[config.mk]
export PLATFORM = sky130hd
export DESIGN_NAME = seeded_ram_bist
export DESIGN_NICKNAME = d
export VERILOG_FILES = /design/src/rtl/seeded_ram_bist.sv
export SDC_FILE = /design/constraint.sdc
export NUM_CORES = 1
export LEC_CHECK = 0
export CORE_MARGIN = 2
export CORE_UTILIZATION = 51
export DETAILED_ROUTE_END_ITERATION = 10
export PLACE_DENSITY = 0.76
export SYNTH_ARGS = -nofsm -noshare
export SYNTH_HDL_FRONTEND = slang
export SYNTH_SLANG_ARGS = --single-unit
[constraint.sdc]
create_clock -name clk -period 2.2 [get_ports clk]
set_clock_uncertainty 0.2 [all_clocks]
set_input_delay 0.33 -clock clk [delete_from_list [all_inputs] [get_ports clk]]
set_output_delay 0.33 -clock clk [all_outputs]
set_load 0.02 [all_outputs]
[src/rtl/seeded_ram_bist.sv]
`timescale 1ns/1ps
module seeded_ram_bist #(
  parameter int AW = 8,
  parameter int DW = 8,
  parameter logic [DW-1:0] TAPS = 'hB8,
  parameter logic [DW-1:0] LFSR_INIT = 'h01
) (
  input  logic          clk,
  input  logic          rst_n,
  input  logic          start,
  input  logic [1:0]    seed_sel,
  output logic          ram_we,
  output logic          ram_re,
  output logic [AW-1:0] ram_addr,
  output logic [DW-1:0] ram_wdata,
  input  logic [DW-1:0] ram_rdata,
  output logic          done,
  output logic          fail,
  output logic [AW-1:0] fail_addr,
  output logic [DW-1:0] fail_exp,
  output logic [DW-1:0] fail_act
);
  localparam int PW = $clog2(AW + 1);

  typedef enum logic [2:0] {S_IDLE, S_WR, S_RD, S_DRAIN, S_DONE} state_t;

  state_t        state;
  logic [2:0]    seed_idx, last_seed;
  logic [PW-1:0] pos;
  logic [DW-1:0] lfsr;
  logic [DW-1:0] wbuf [0:AW];
  logic          rd_v;
  logic [AW-1:0] rd_addr_q;
  logic [DW-1:0] rd_exp_q;
  logic [AW-1:0] flip, cur_addr;
  logic          mism, act;

  function automatic logic [AW-1:0] seed_of(input logic [2:0] k);
    logic [AW-1:0] b;
    for (int i = 0; i < AW; i++) begin
      case (k[2:1])
        2'd0:    b[i] = 1'b0;
        2'd1:    b[i] = (i < AW / 2);
        2'd2:    b[i] = ((i % 4) < 2);
        default: b[i] = ((i % 2) == 0);
      endcase
    end
    return k[0] ? ~b : b;
  endfunction

  always_comb
    for (int i = 0; i < AW; i++) flip[i] = (pos == PW'(i + 1));

  assign cur_addr  = seed_of(seed_idx) ^ flip;
  assign mism      = rd_v && (ram_rdata != rd_exp_q);
  assign act       = (state == S_WR || state == S_RD) && !mism;
  assign ram_we    = act && state == S_WR;
  assign ram_re    = act && state == S_RD;
  assign ram_addr  = cur_addr;
  assign ram_wdata = lfsr;
  assign done      = (state == S_DONE);

  always_ff @(posedge clk)
    if (state == S_WR) wbuf[pos] <= lfsr;

  always_ff @(posedge clk) begin
    if (!rst_n) begin
      state     <= S_IDLE;
      seed_idx  <= '0;
      last_seed <= '0;
      pos       <= '0;
      lfsr      <= LFSR_INIT;
      rd_v      <= 1'b0;
      rd_addr_q <= '0;
      rd_exp_q  <= '0;
      fail      <= 1'b0;
      fail_addr <= '0;
      fail_exp  <= '0;
      fail_act  <= '0;
    end else begin
      rd_v      <= ram_re;
      rd_addr_q <= cur_addr;
      rd_exp_q  <= wbuf[pos];
      if (mism) begin
        fail      <= 1'b1;
        fail_addr <= rd_addr_q;
        fail_exp  <= rd_exp_q;
        fail_act  <= ram_rdata;
        state     <= S_DONE;
      end else begin
        case (state)
          S_IDLE, S_DONE:
            if (start) begin
              case (seed_sel)
                2'b00:   last_seed <= 3'd1;
                2'b01:   last_seed <= 3'd3;
                default: last_seed <= 3'd7;
              endcase
              seed_idx  <= '0;
              pos       <= '0;
              lfsr      <= LFSR_INIT;
              fail      <= 1'b0;
              fail_addr <= '0;
              fail_exp  <= '0;
              fail_act  <= '0;
              state     <= S_WR;
            end
          S_WR: begin
            lfsr <= {1'b0, lfsr[DW-1:1]} ^ (lfsr[0] ? TAPS : '0);
            if (pos == PW'(AW)) state <= S_RD;
            else pos <= pos + 1'b1;
          end
          S_RD:
            if (pos == '0) begin
              if (seed_idx == last_seed) state <= S_DRAIN;
              else begin
                seed_idx <= seed_idx + 1'b1;
                state    <= S_WR;
              end
            end else pos <= pos - 1'b1;
          S_DRAIN: state <= S_DONE;
          default: state <= S_IDLE;
        endcase
      end
    end
  end

  assert_quiet_after_fail_R7: assert property (@(posedge clk) disable iff (!rst_n)
    fail |-> (!ram_we && !ram_re));

  assert_single_flip_R3: assert property (@(posedge clk) disable iff (!rst_n)
    (ram_we || ram_re) |-> ($countones(ram_addr ^ seed_of(seed_idx)) <= 1));

  assert_read_starts_at_last_write_R4: assert property (@(posedge clk) disable iff (!rst_n)
    (ram_re && !$past(ram_re)) |-> ($past(ram_we) && ram_addr == $past(ram_addr)));

  assert_done_holds_R9: assert property (@(posedge clk) disable iff (!rst_n)
    (done && !start) |=> done);

  assert_result_stable_R6: assert property (@(posedge clk) disable iff (!rst_n)
    (done && $past(done)) |-> ($stable(fail) && $stable(fail_addr) && $stable(fail_exp) && $stable(fail_act)));
endmodule

### Word level (Yosys, flattened, before mapping)

Memory sizes are Yosys's and may differ from the RTL's. A register that Yosys moved wholly into a read port is not among the register bits.
Cells that the tools add are included.

| word-level totals | value |
|---|---|
| bits in registers | 55 |
| word-level logic and storage cells | 112 |
| bits of input ports | 13 |
| output and inout port bits | 44 |
| memories | 1 |
| memory bits (writable) | 72 |

Memory list:

| name | depth | width | read ports | clocked after Yosys merged registers in | wr ports | RTL line | text |
|---|---|---|---|---|---|---|---|
| wbuf | 9 | 8 | 1 | 1 | 1 | 31 | `logic [DW-1:0] wbuf [0:AW];` |

| cells by class | value |
|---|---|
| bitwise logic cells | 5 |
| reduce and logical (&&, ||, !) cells | 29 |
| add/sub/neg operators | 3 |
| multiplexer cells | 36 |
| eq/ne operators | 26 |

Operators with widths:

| operator | count |
|---|---|
| 2-to-1 mux 8 bit | 8 |
| 2-to-1 mux 3 bit | 7 |
| equality test 4 x 3 -> 1 bit, second input constant | 4 |
| one-hot mux 8 bit (2 select lines) | 1 |
| 2-to-1 mux 1 bit | 12 |
| 2-to-1 mux 4 bit | 3 |
| one-hot mux 3 bit (2 select lines) | 2 |
| one-hot mux 3 bit (4 select lines) | 1 |
| one-hot mux 4 bit (3 select lines) | 1 |
| AND reduction 3 bit | 4 |
| != test 2 bit, second input constant | 5 |
| AND reduction 5 bit | 2 |
| OR reduction 2 bit | 5 |
| equality test 4 x 2 -> 1 bit, second input constant | 2 |
| != test 8 bit | 1 |
| inverter 7 -> 8 bit | 1 |
| nonzero test 2 bit | 4 |
| bitwise XOR 7 x 8 -> 8 bit | 1 |
| bitwise XOR 8 bit | 1 |
| equality test 3 x 2 -> 1 bit, second input constant | 2 |
| != test 3 bit, second input constant | 2 |
| adder 4 x 1 -> 4 bit, second input constant | 1 |
| equality test 2 x 1 -> 1 bit, second input constant | 2 |
| equality test 4 x 1 -> 1 bit, second input constant | 1 |
| other kinds (20) | 26 |

### Logic depth before layout (Yosys ltp)

| logic depth | value |
|---|---|
| depth after elaboration | 6 |
| gate-level depth with buffers | 9 |
| depth with buffers taken out | 7 |

### Worst setup path after synthesis

No wires, ideal clock.

| timing path | value |
|---|---|
| path type | reg-to-reg |
| from | register pos[0] |
| to | memory wbuf[8][0], enable pin |
| path buffers | 2 |
| stages on the path, launching flop included | 8 |
| setup time | 0.370 ns |
| required time | 1.630 ns |
| clock period less this slack | 2.329 ns |
| arrival | 1.759 ns |
| path slack | -0.129 ns |
| cell sequence | dfxtp_1 buf_6 buf_6 inv_1 ha_1 nor2b_1 nand2_1 nor2_1 |

RTL lines:

| what | RTL line | text |
|---|---|---|
| start, declared | 29 | `logic [PW-1:0] pos;` |
| start signal, assigned | 111 | `else pos <= pos + 1'b1;` |
| start signal, assigned | 120 | `end else pos <= pos - 1'b1;` |
| end, declared | 31 |  |

No word-level cell before the write port.

### Worst setup path after layout

| timing path | value |
|---|---|
| from | register seed_idx[1] |
| to | output ram_addr[6] |

| between the ends | value |
|---|---|
| cells in the longest elaborated chain, start to end | 6 |
| elaborated cells on any way between the ends | 8 |
| classes of those cells | eq/ne (2); mux (2); bitwise (2); reduce/logical (2) |

RTL lines:

| what | RTL line | text |
|---|---|---|
| start, declared | 28 | `logic [2:0] seed_idx, last_seed;` |
| start signal, assigned | 117 | `seed_idx <= seed_idx + 1'b1;` |
| equality test 2 bit, or another cell as far along | 41 | `case (k[2:1])` |
| OR reduction 3 bit (no source line) (*) | -- |  |
| 2-to-1 mux 1 bit (*) | 41 |  |
| inverter 7 -> 8 bit | 48 | `return k[0] ? ~b : b;` |
| 2-to-1 mux 8 bit (*) | 48 |  |
| bitwise XOR 8 bit (*) | 54 | `assign cur_addr = seed_of(seed_idx) ^ flip;` |
| end, declared | 14 | `output logic [AW-1:0] ram_addr,` |

Every way passes the cells marked *; elsewhere a longest branch is shown, timed or not.

==> impl_metrics.env <==
export IMPL_routed_wl_um=13800
export IMPL_ff2ff_setup_slack_ns=0.05
export IMPL_hold_depth=3
export IMPL_cts_num_sinks=135
export IMPL_arrival_ns=1.84
export IMPL_violations="setup timing"
export IMPL_drt_iter0_drc=374
export IMPL_reg2reg_depth=7
export IMPL_syn_inst=457
export IMPL_port_buffers=56
export IMPL_cpMostUsedCell="buf_4"
export IMPL_cp_max_fo=4
export IMPL_routabilityCongestion=0.848
export IMPL_reg2reg_to="pos[3]$_SDFFE_PN0P_"
export IMPL_nFillCells=728
export IMPL_cts_tree="done"
export IMPL_cp_cell_sequence="buf_4 -> ha_2 -> xor2_1 -> xnor2_1 -> buf_4"
export IMPL_synth_adder_area_share_pct=2.20
export IMPL_dieArea_um2=12000
export IMPL_die_h_um=110
export IMPL_cts_buffer_depth=2
export IMPL_drtPass1Iterations=5
export IMPL_drive_above_1_share_pct=32.5
export IMPL_drv_cap=0
export IMPL_syn_to_final_growth_pct=34.2
export IMPL_drtAntennaViolNets=0
export IMPL_final_cells=716
export IMPL_dpl_hpwl_um=8570
export IMPL_cts_buffers=17
export IMPL_antenna_cells=0
export IMPL_yosysWarnings=0
export IMPL_viasPerCell=5.70
export IMPL_peakVddDrop_v=0.000939
export IMPL_worstSetupPathType="register to output pin"
export IMPL_p_per_area_nw_per_um2=1230
export IMPL_timing_rr_start="rd_exp_q[0]$_SDFF_PN0_"
export IMPL_maxSlewHeadroom_pct=65.3
export IMPL_run_status="finished, violations left"
export IMPL_core_area_um2=10800
export IMPL_leakage_nw=2.75
export IMPL_synth_top_family_by_area="simple AND/OR/NAND/NOR gates"
export IMPL_fp_dieW_um=110
export IMPL_ys_flop_type="edfxtp_1"
export IMPL_synth_edf_count=72
export IMPL_slowest_delay_ns=0.37
export IMPL_synth_cell_types=52
export IMPL_ys_seq_area_share_pct=60.3
export IMPL_rsz0062_at_grt="true"
export IMPL_clockRootBuffer="clkbuf_8"
export IMPL_ys_ff_latch=135
export IMPL_ctsHoldBuffers=0
export IMPL_period_needed_ns=2.37
export IMPL_synth_compound_area_share_pct=8.60
export IMPL_synthArstFlopShare_pct=0
export IMPL_cp_required_ns=1.67
export IMPL_timing_critical_path_from="seed_idx[1]$_SDFFE_PN0P_"
export IMPL_start_util_pct=52.4
export IMPL_yosys_area_share_xor_xnor_pct=4.63
export IMPL_grt_overflow_total=0
export IMPL_p_total_mw=9.39
export IMPL_num_vias=4082
export IMPL_cp_end_kind="output pin"
export IMPL_syn_nets=480
export IMPL_grt_total_usage_pct=23.8
export IMPL_grt_pass1_wl_um=20900
export IMPL_io_pins=57
export IMPL_start_kind="register"
export IMPL_drv_slew=0
export IMPL_path_clk_slew_ns=0.06
export IMPL_worst_slew_pin_slew_ns=0.520
export IMPL_min_period_over_period_pct=108
export IMPL_fin_ws_ns=-0.169
export IMPL_final_setup_viol_count=6
export IMPL_register_area_um2=3450
export IMPL_min_path_type="input pin to register"
export IMPL_grt_max_degree=38
export IMPL_num_rows=38
export IMPL_clk_latency_ns=0.53
export IMPL_syn_avg_cell_area_um2=12.4
export IMPL_grt_pass1_vias=4051
export IMPL_drc=0
export IMPL_synth_simple_area_share_pct=12.5
export IMPL_multi_input_area_um2=2340
export IMPL_fmax_mhz=422
export IMPL_cts_max_level=4
export IMPL_worstHoldStart="ram_rdata[7]"
export IMPL_place_inst=670
export IMPL_hold_end="fail_act[7]$_SDFFE_PN0P_"
export IMPL_grt_antenna_before_repair=0
export IMPL_synth_cell_area_um2=5680
export IMPL_layout_nets=586
export IMPL_cp_slowest_cell="dfxtp_4"
export IMPL_finalHoldViolations=0
export IMPL_wl_per_cell_um=19.2
export IMPL_muxShareOfSynthArea_pct=8.11
routing by layer:
layer,part of all wire (%),wire length [µm],vias to the layer above,GRT usage [%]
met5,0,0,-,0
met4,1.9,265,0,8.41
met3,6.9,954,27,7.77
met2,49,6790,173,38.0
met1,42,5770,2019,30.4
li1,-,-,1863,-
critical path: cells and delay by family (launching register included):
family / cells / cell delay, ns
fa+ha+maj: 1 / 0.17
xor+xnor: 2 / 0.42
flops: 1 / 0.37
buf+inv: 2 / 0.36
state kept, by name, summed over array words and instances (netlist names):
register and flops:
seed_idx 3, rd_v 1, state 3, fail_act 8
fail 1, rd_addr_q 8, last_seed 3, rd_exp_q 8
fail_exp 8, fail_addr 8, pos 4, wbuf 72
ram_wdata 8
placed cells by master (no fill, tap or decap), types with 4 or more instances in the layout:
master | synthesis | layout
edfxtp_1 | 72 | 72
buf_4 | 3 | 64
dfxtp_1 | 63 | 49
clkdlybuf4s50_1 | 0 | 44
nand2_1 | 47 | 43
a21oi_1 | 41 | 41
nand3_1 | 28 | 28
nor2_1 | 26 | 23
clkbuf_16 | 0 | 17
mux4_2 | 16 | 16
xnor2_1 | 25 | 14
dfxtp_2 | 0 | 12
xnor2_2 | 0 | 10
mux2i_1 | 10 | 10
and3_1 | 9 | 9
and2_1 | 8 | 8
ha_4 | 0 | 8
buf_6 | 5 | 7
inv_2 | 1 | 6
nand2_2 | 1 | 5
o22ai_1 | 5 | 5
nor2b_1 | 6 | 4
nor3_1 | 4 | 4
per-stage QoR:
step	hold WS, ns	TNS (ns)	util [%]	setup slack [ns]	instance area [µm²]
2_1_floorplan	0.217	-0.0217	-	-0.00271	5700
6_report	0.222	-0.612	70.3	-0.169	7620
3_3_place_gp	0.221	-5.81	61.3	-0.501	6640
3_5_place_dp	0.229	-7.11	61.3	-0.489	6640
5_1_grt	0.215	-1.31	70.3	-0.222	7620
4_1_cts	0.207	-0.627	68.4	-0.174	7410
worst max path at each step:
stage	endpoint	depth (start not counted)
finish	ram_addr[6]	5
global route	ram_addr[4]	6
CTS	ram_we	7
detailed placement	ram_re	6
global placement	ram_re	6
floorplan	wbuf[8][0]$_DFFE_PP_	7
synth_stat cells, drive strengths merged, types with 3 or more instances:
master / count / area, µm²
a211oi: 3 / 35.0
a21oi: 42 / 221
and2: 8 / 50.1
and3: 9 / 56.3
buf: 20 / 139
clkbuf: 12 / 45.0
dfxtp: 63 / 1260
edfxtp: 72 / 2160
ha: 10 / 125
inv: 7 / 26.3
mux2i: 10 / 100
mux4: 16 / 360
nand2: 48 / 183
nand2b: 3 / 18.8
nand3: 28 / 140
nor2: 27 / 104
nor2b: 7 / 46.3
nor3: 5 / 30.0
o21ai: 5 / 28.8
o22ai: 5 / 31.3
o32ai: 3 / 26.3
xnor2: 25 / 219
xor2: 5 / 43.8
where the power goes:
| group | switching, mW | total, mW | internal [mW] | leakage (nW) |
|---|---|---|---|---|
| combinational | 1.83 | 3.32 | 1.48 | 1.31 |
| clock | 1.09 | 2.70 | 1.61 | 0.283 |
| sequential | 0.223 | 3.38 | 3.15 | 1.16 |
| total | 3.14 | 9.39 | 6.25 | 2.75 |
layout make-up:
class | count | area share [%]
Inverter | 7 | 0.345
Timing Repair Buffer | 119 | 13.9
Clock buffer | 20 | 5.99
Clock inverter | 12 | 1.49
Sequential cell | 135 | 45.2
Multi-Input combinational cell | 283 | 30.8
Tap cell | 140 | 2.30
logic make-up after synthesis:
logic type	Yosys count
and+or+nand+nor	146
DFF	135
AOI/OAI and AO/OA	71
buffers and inverters	39
xor gates and xnor gates	30
muxes	26
adders and majority gates	10
what timing repair did:
action,in CTS,in global routing
endpoints found under the setup margin,12,16
pin swaps,18,17
gates resized for setup,99,33
buffers inserted,8,6
No activity file was read; power rests on OpenSTA's default activity.
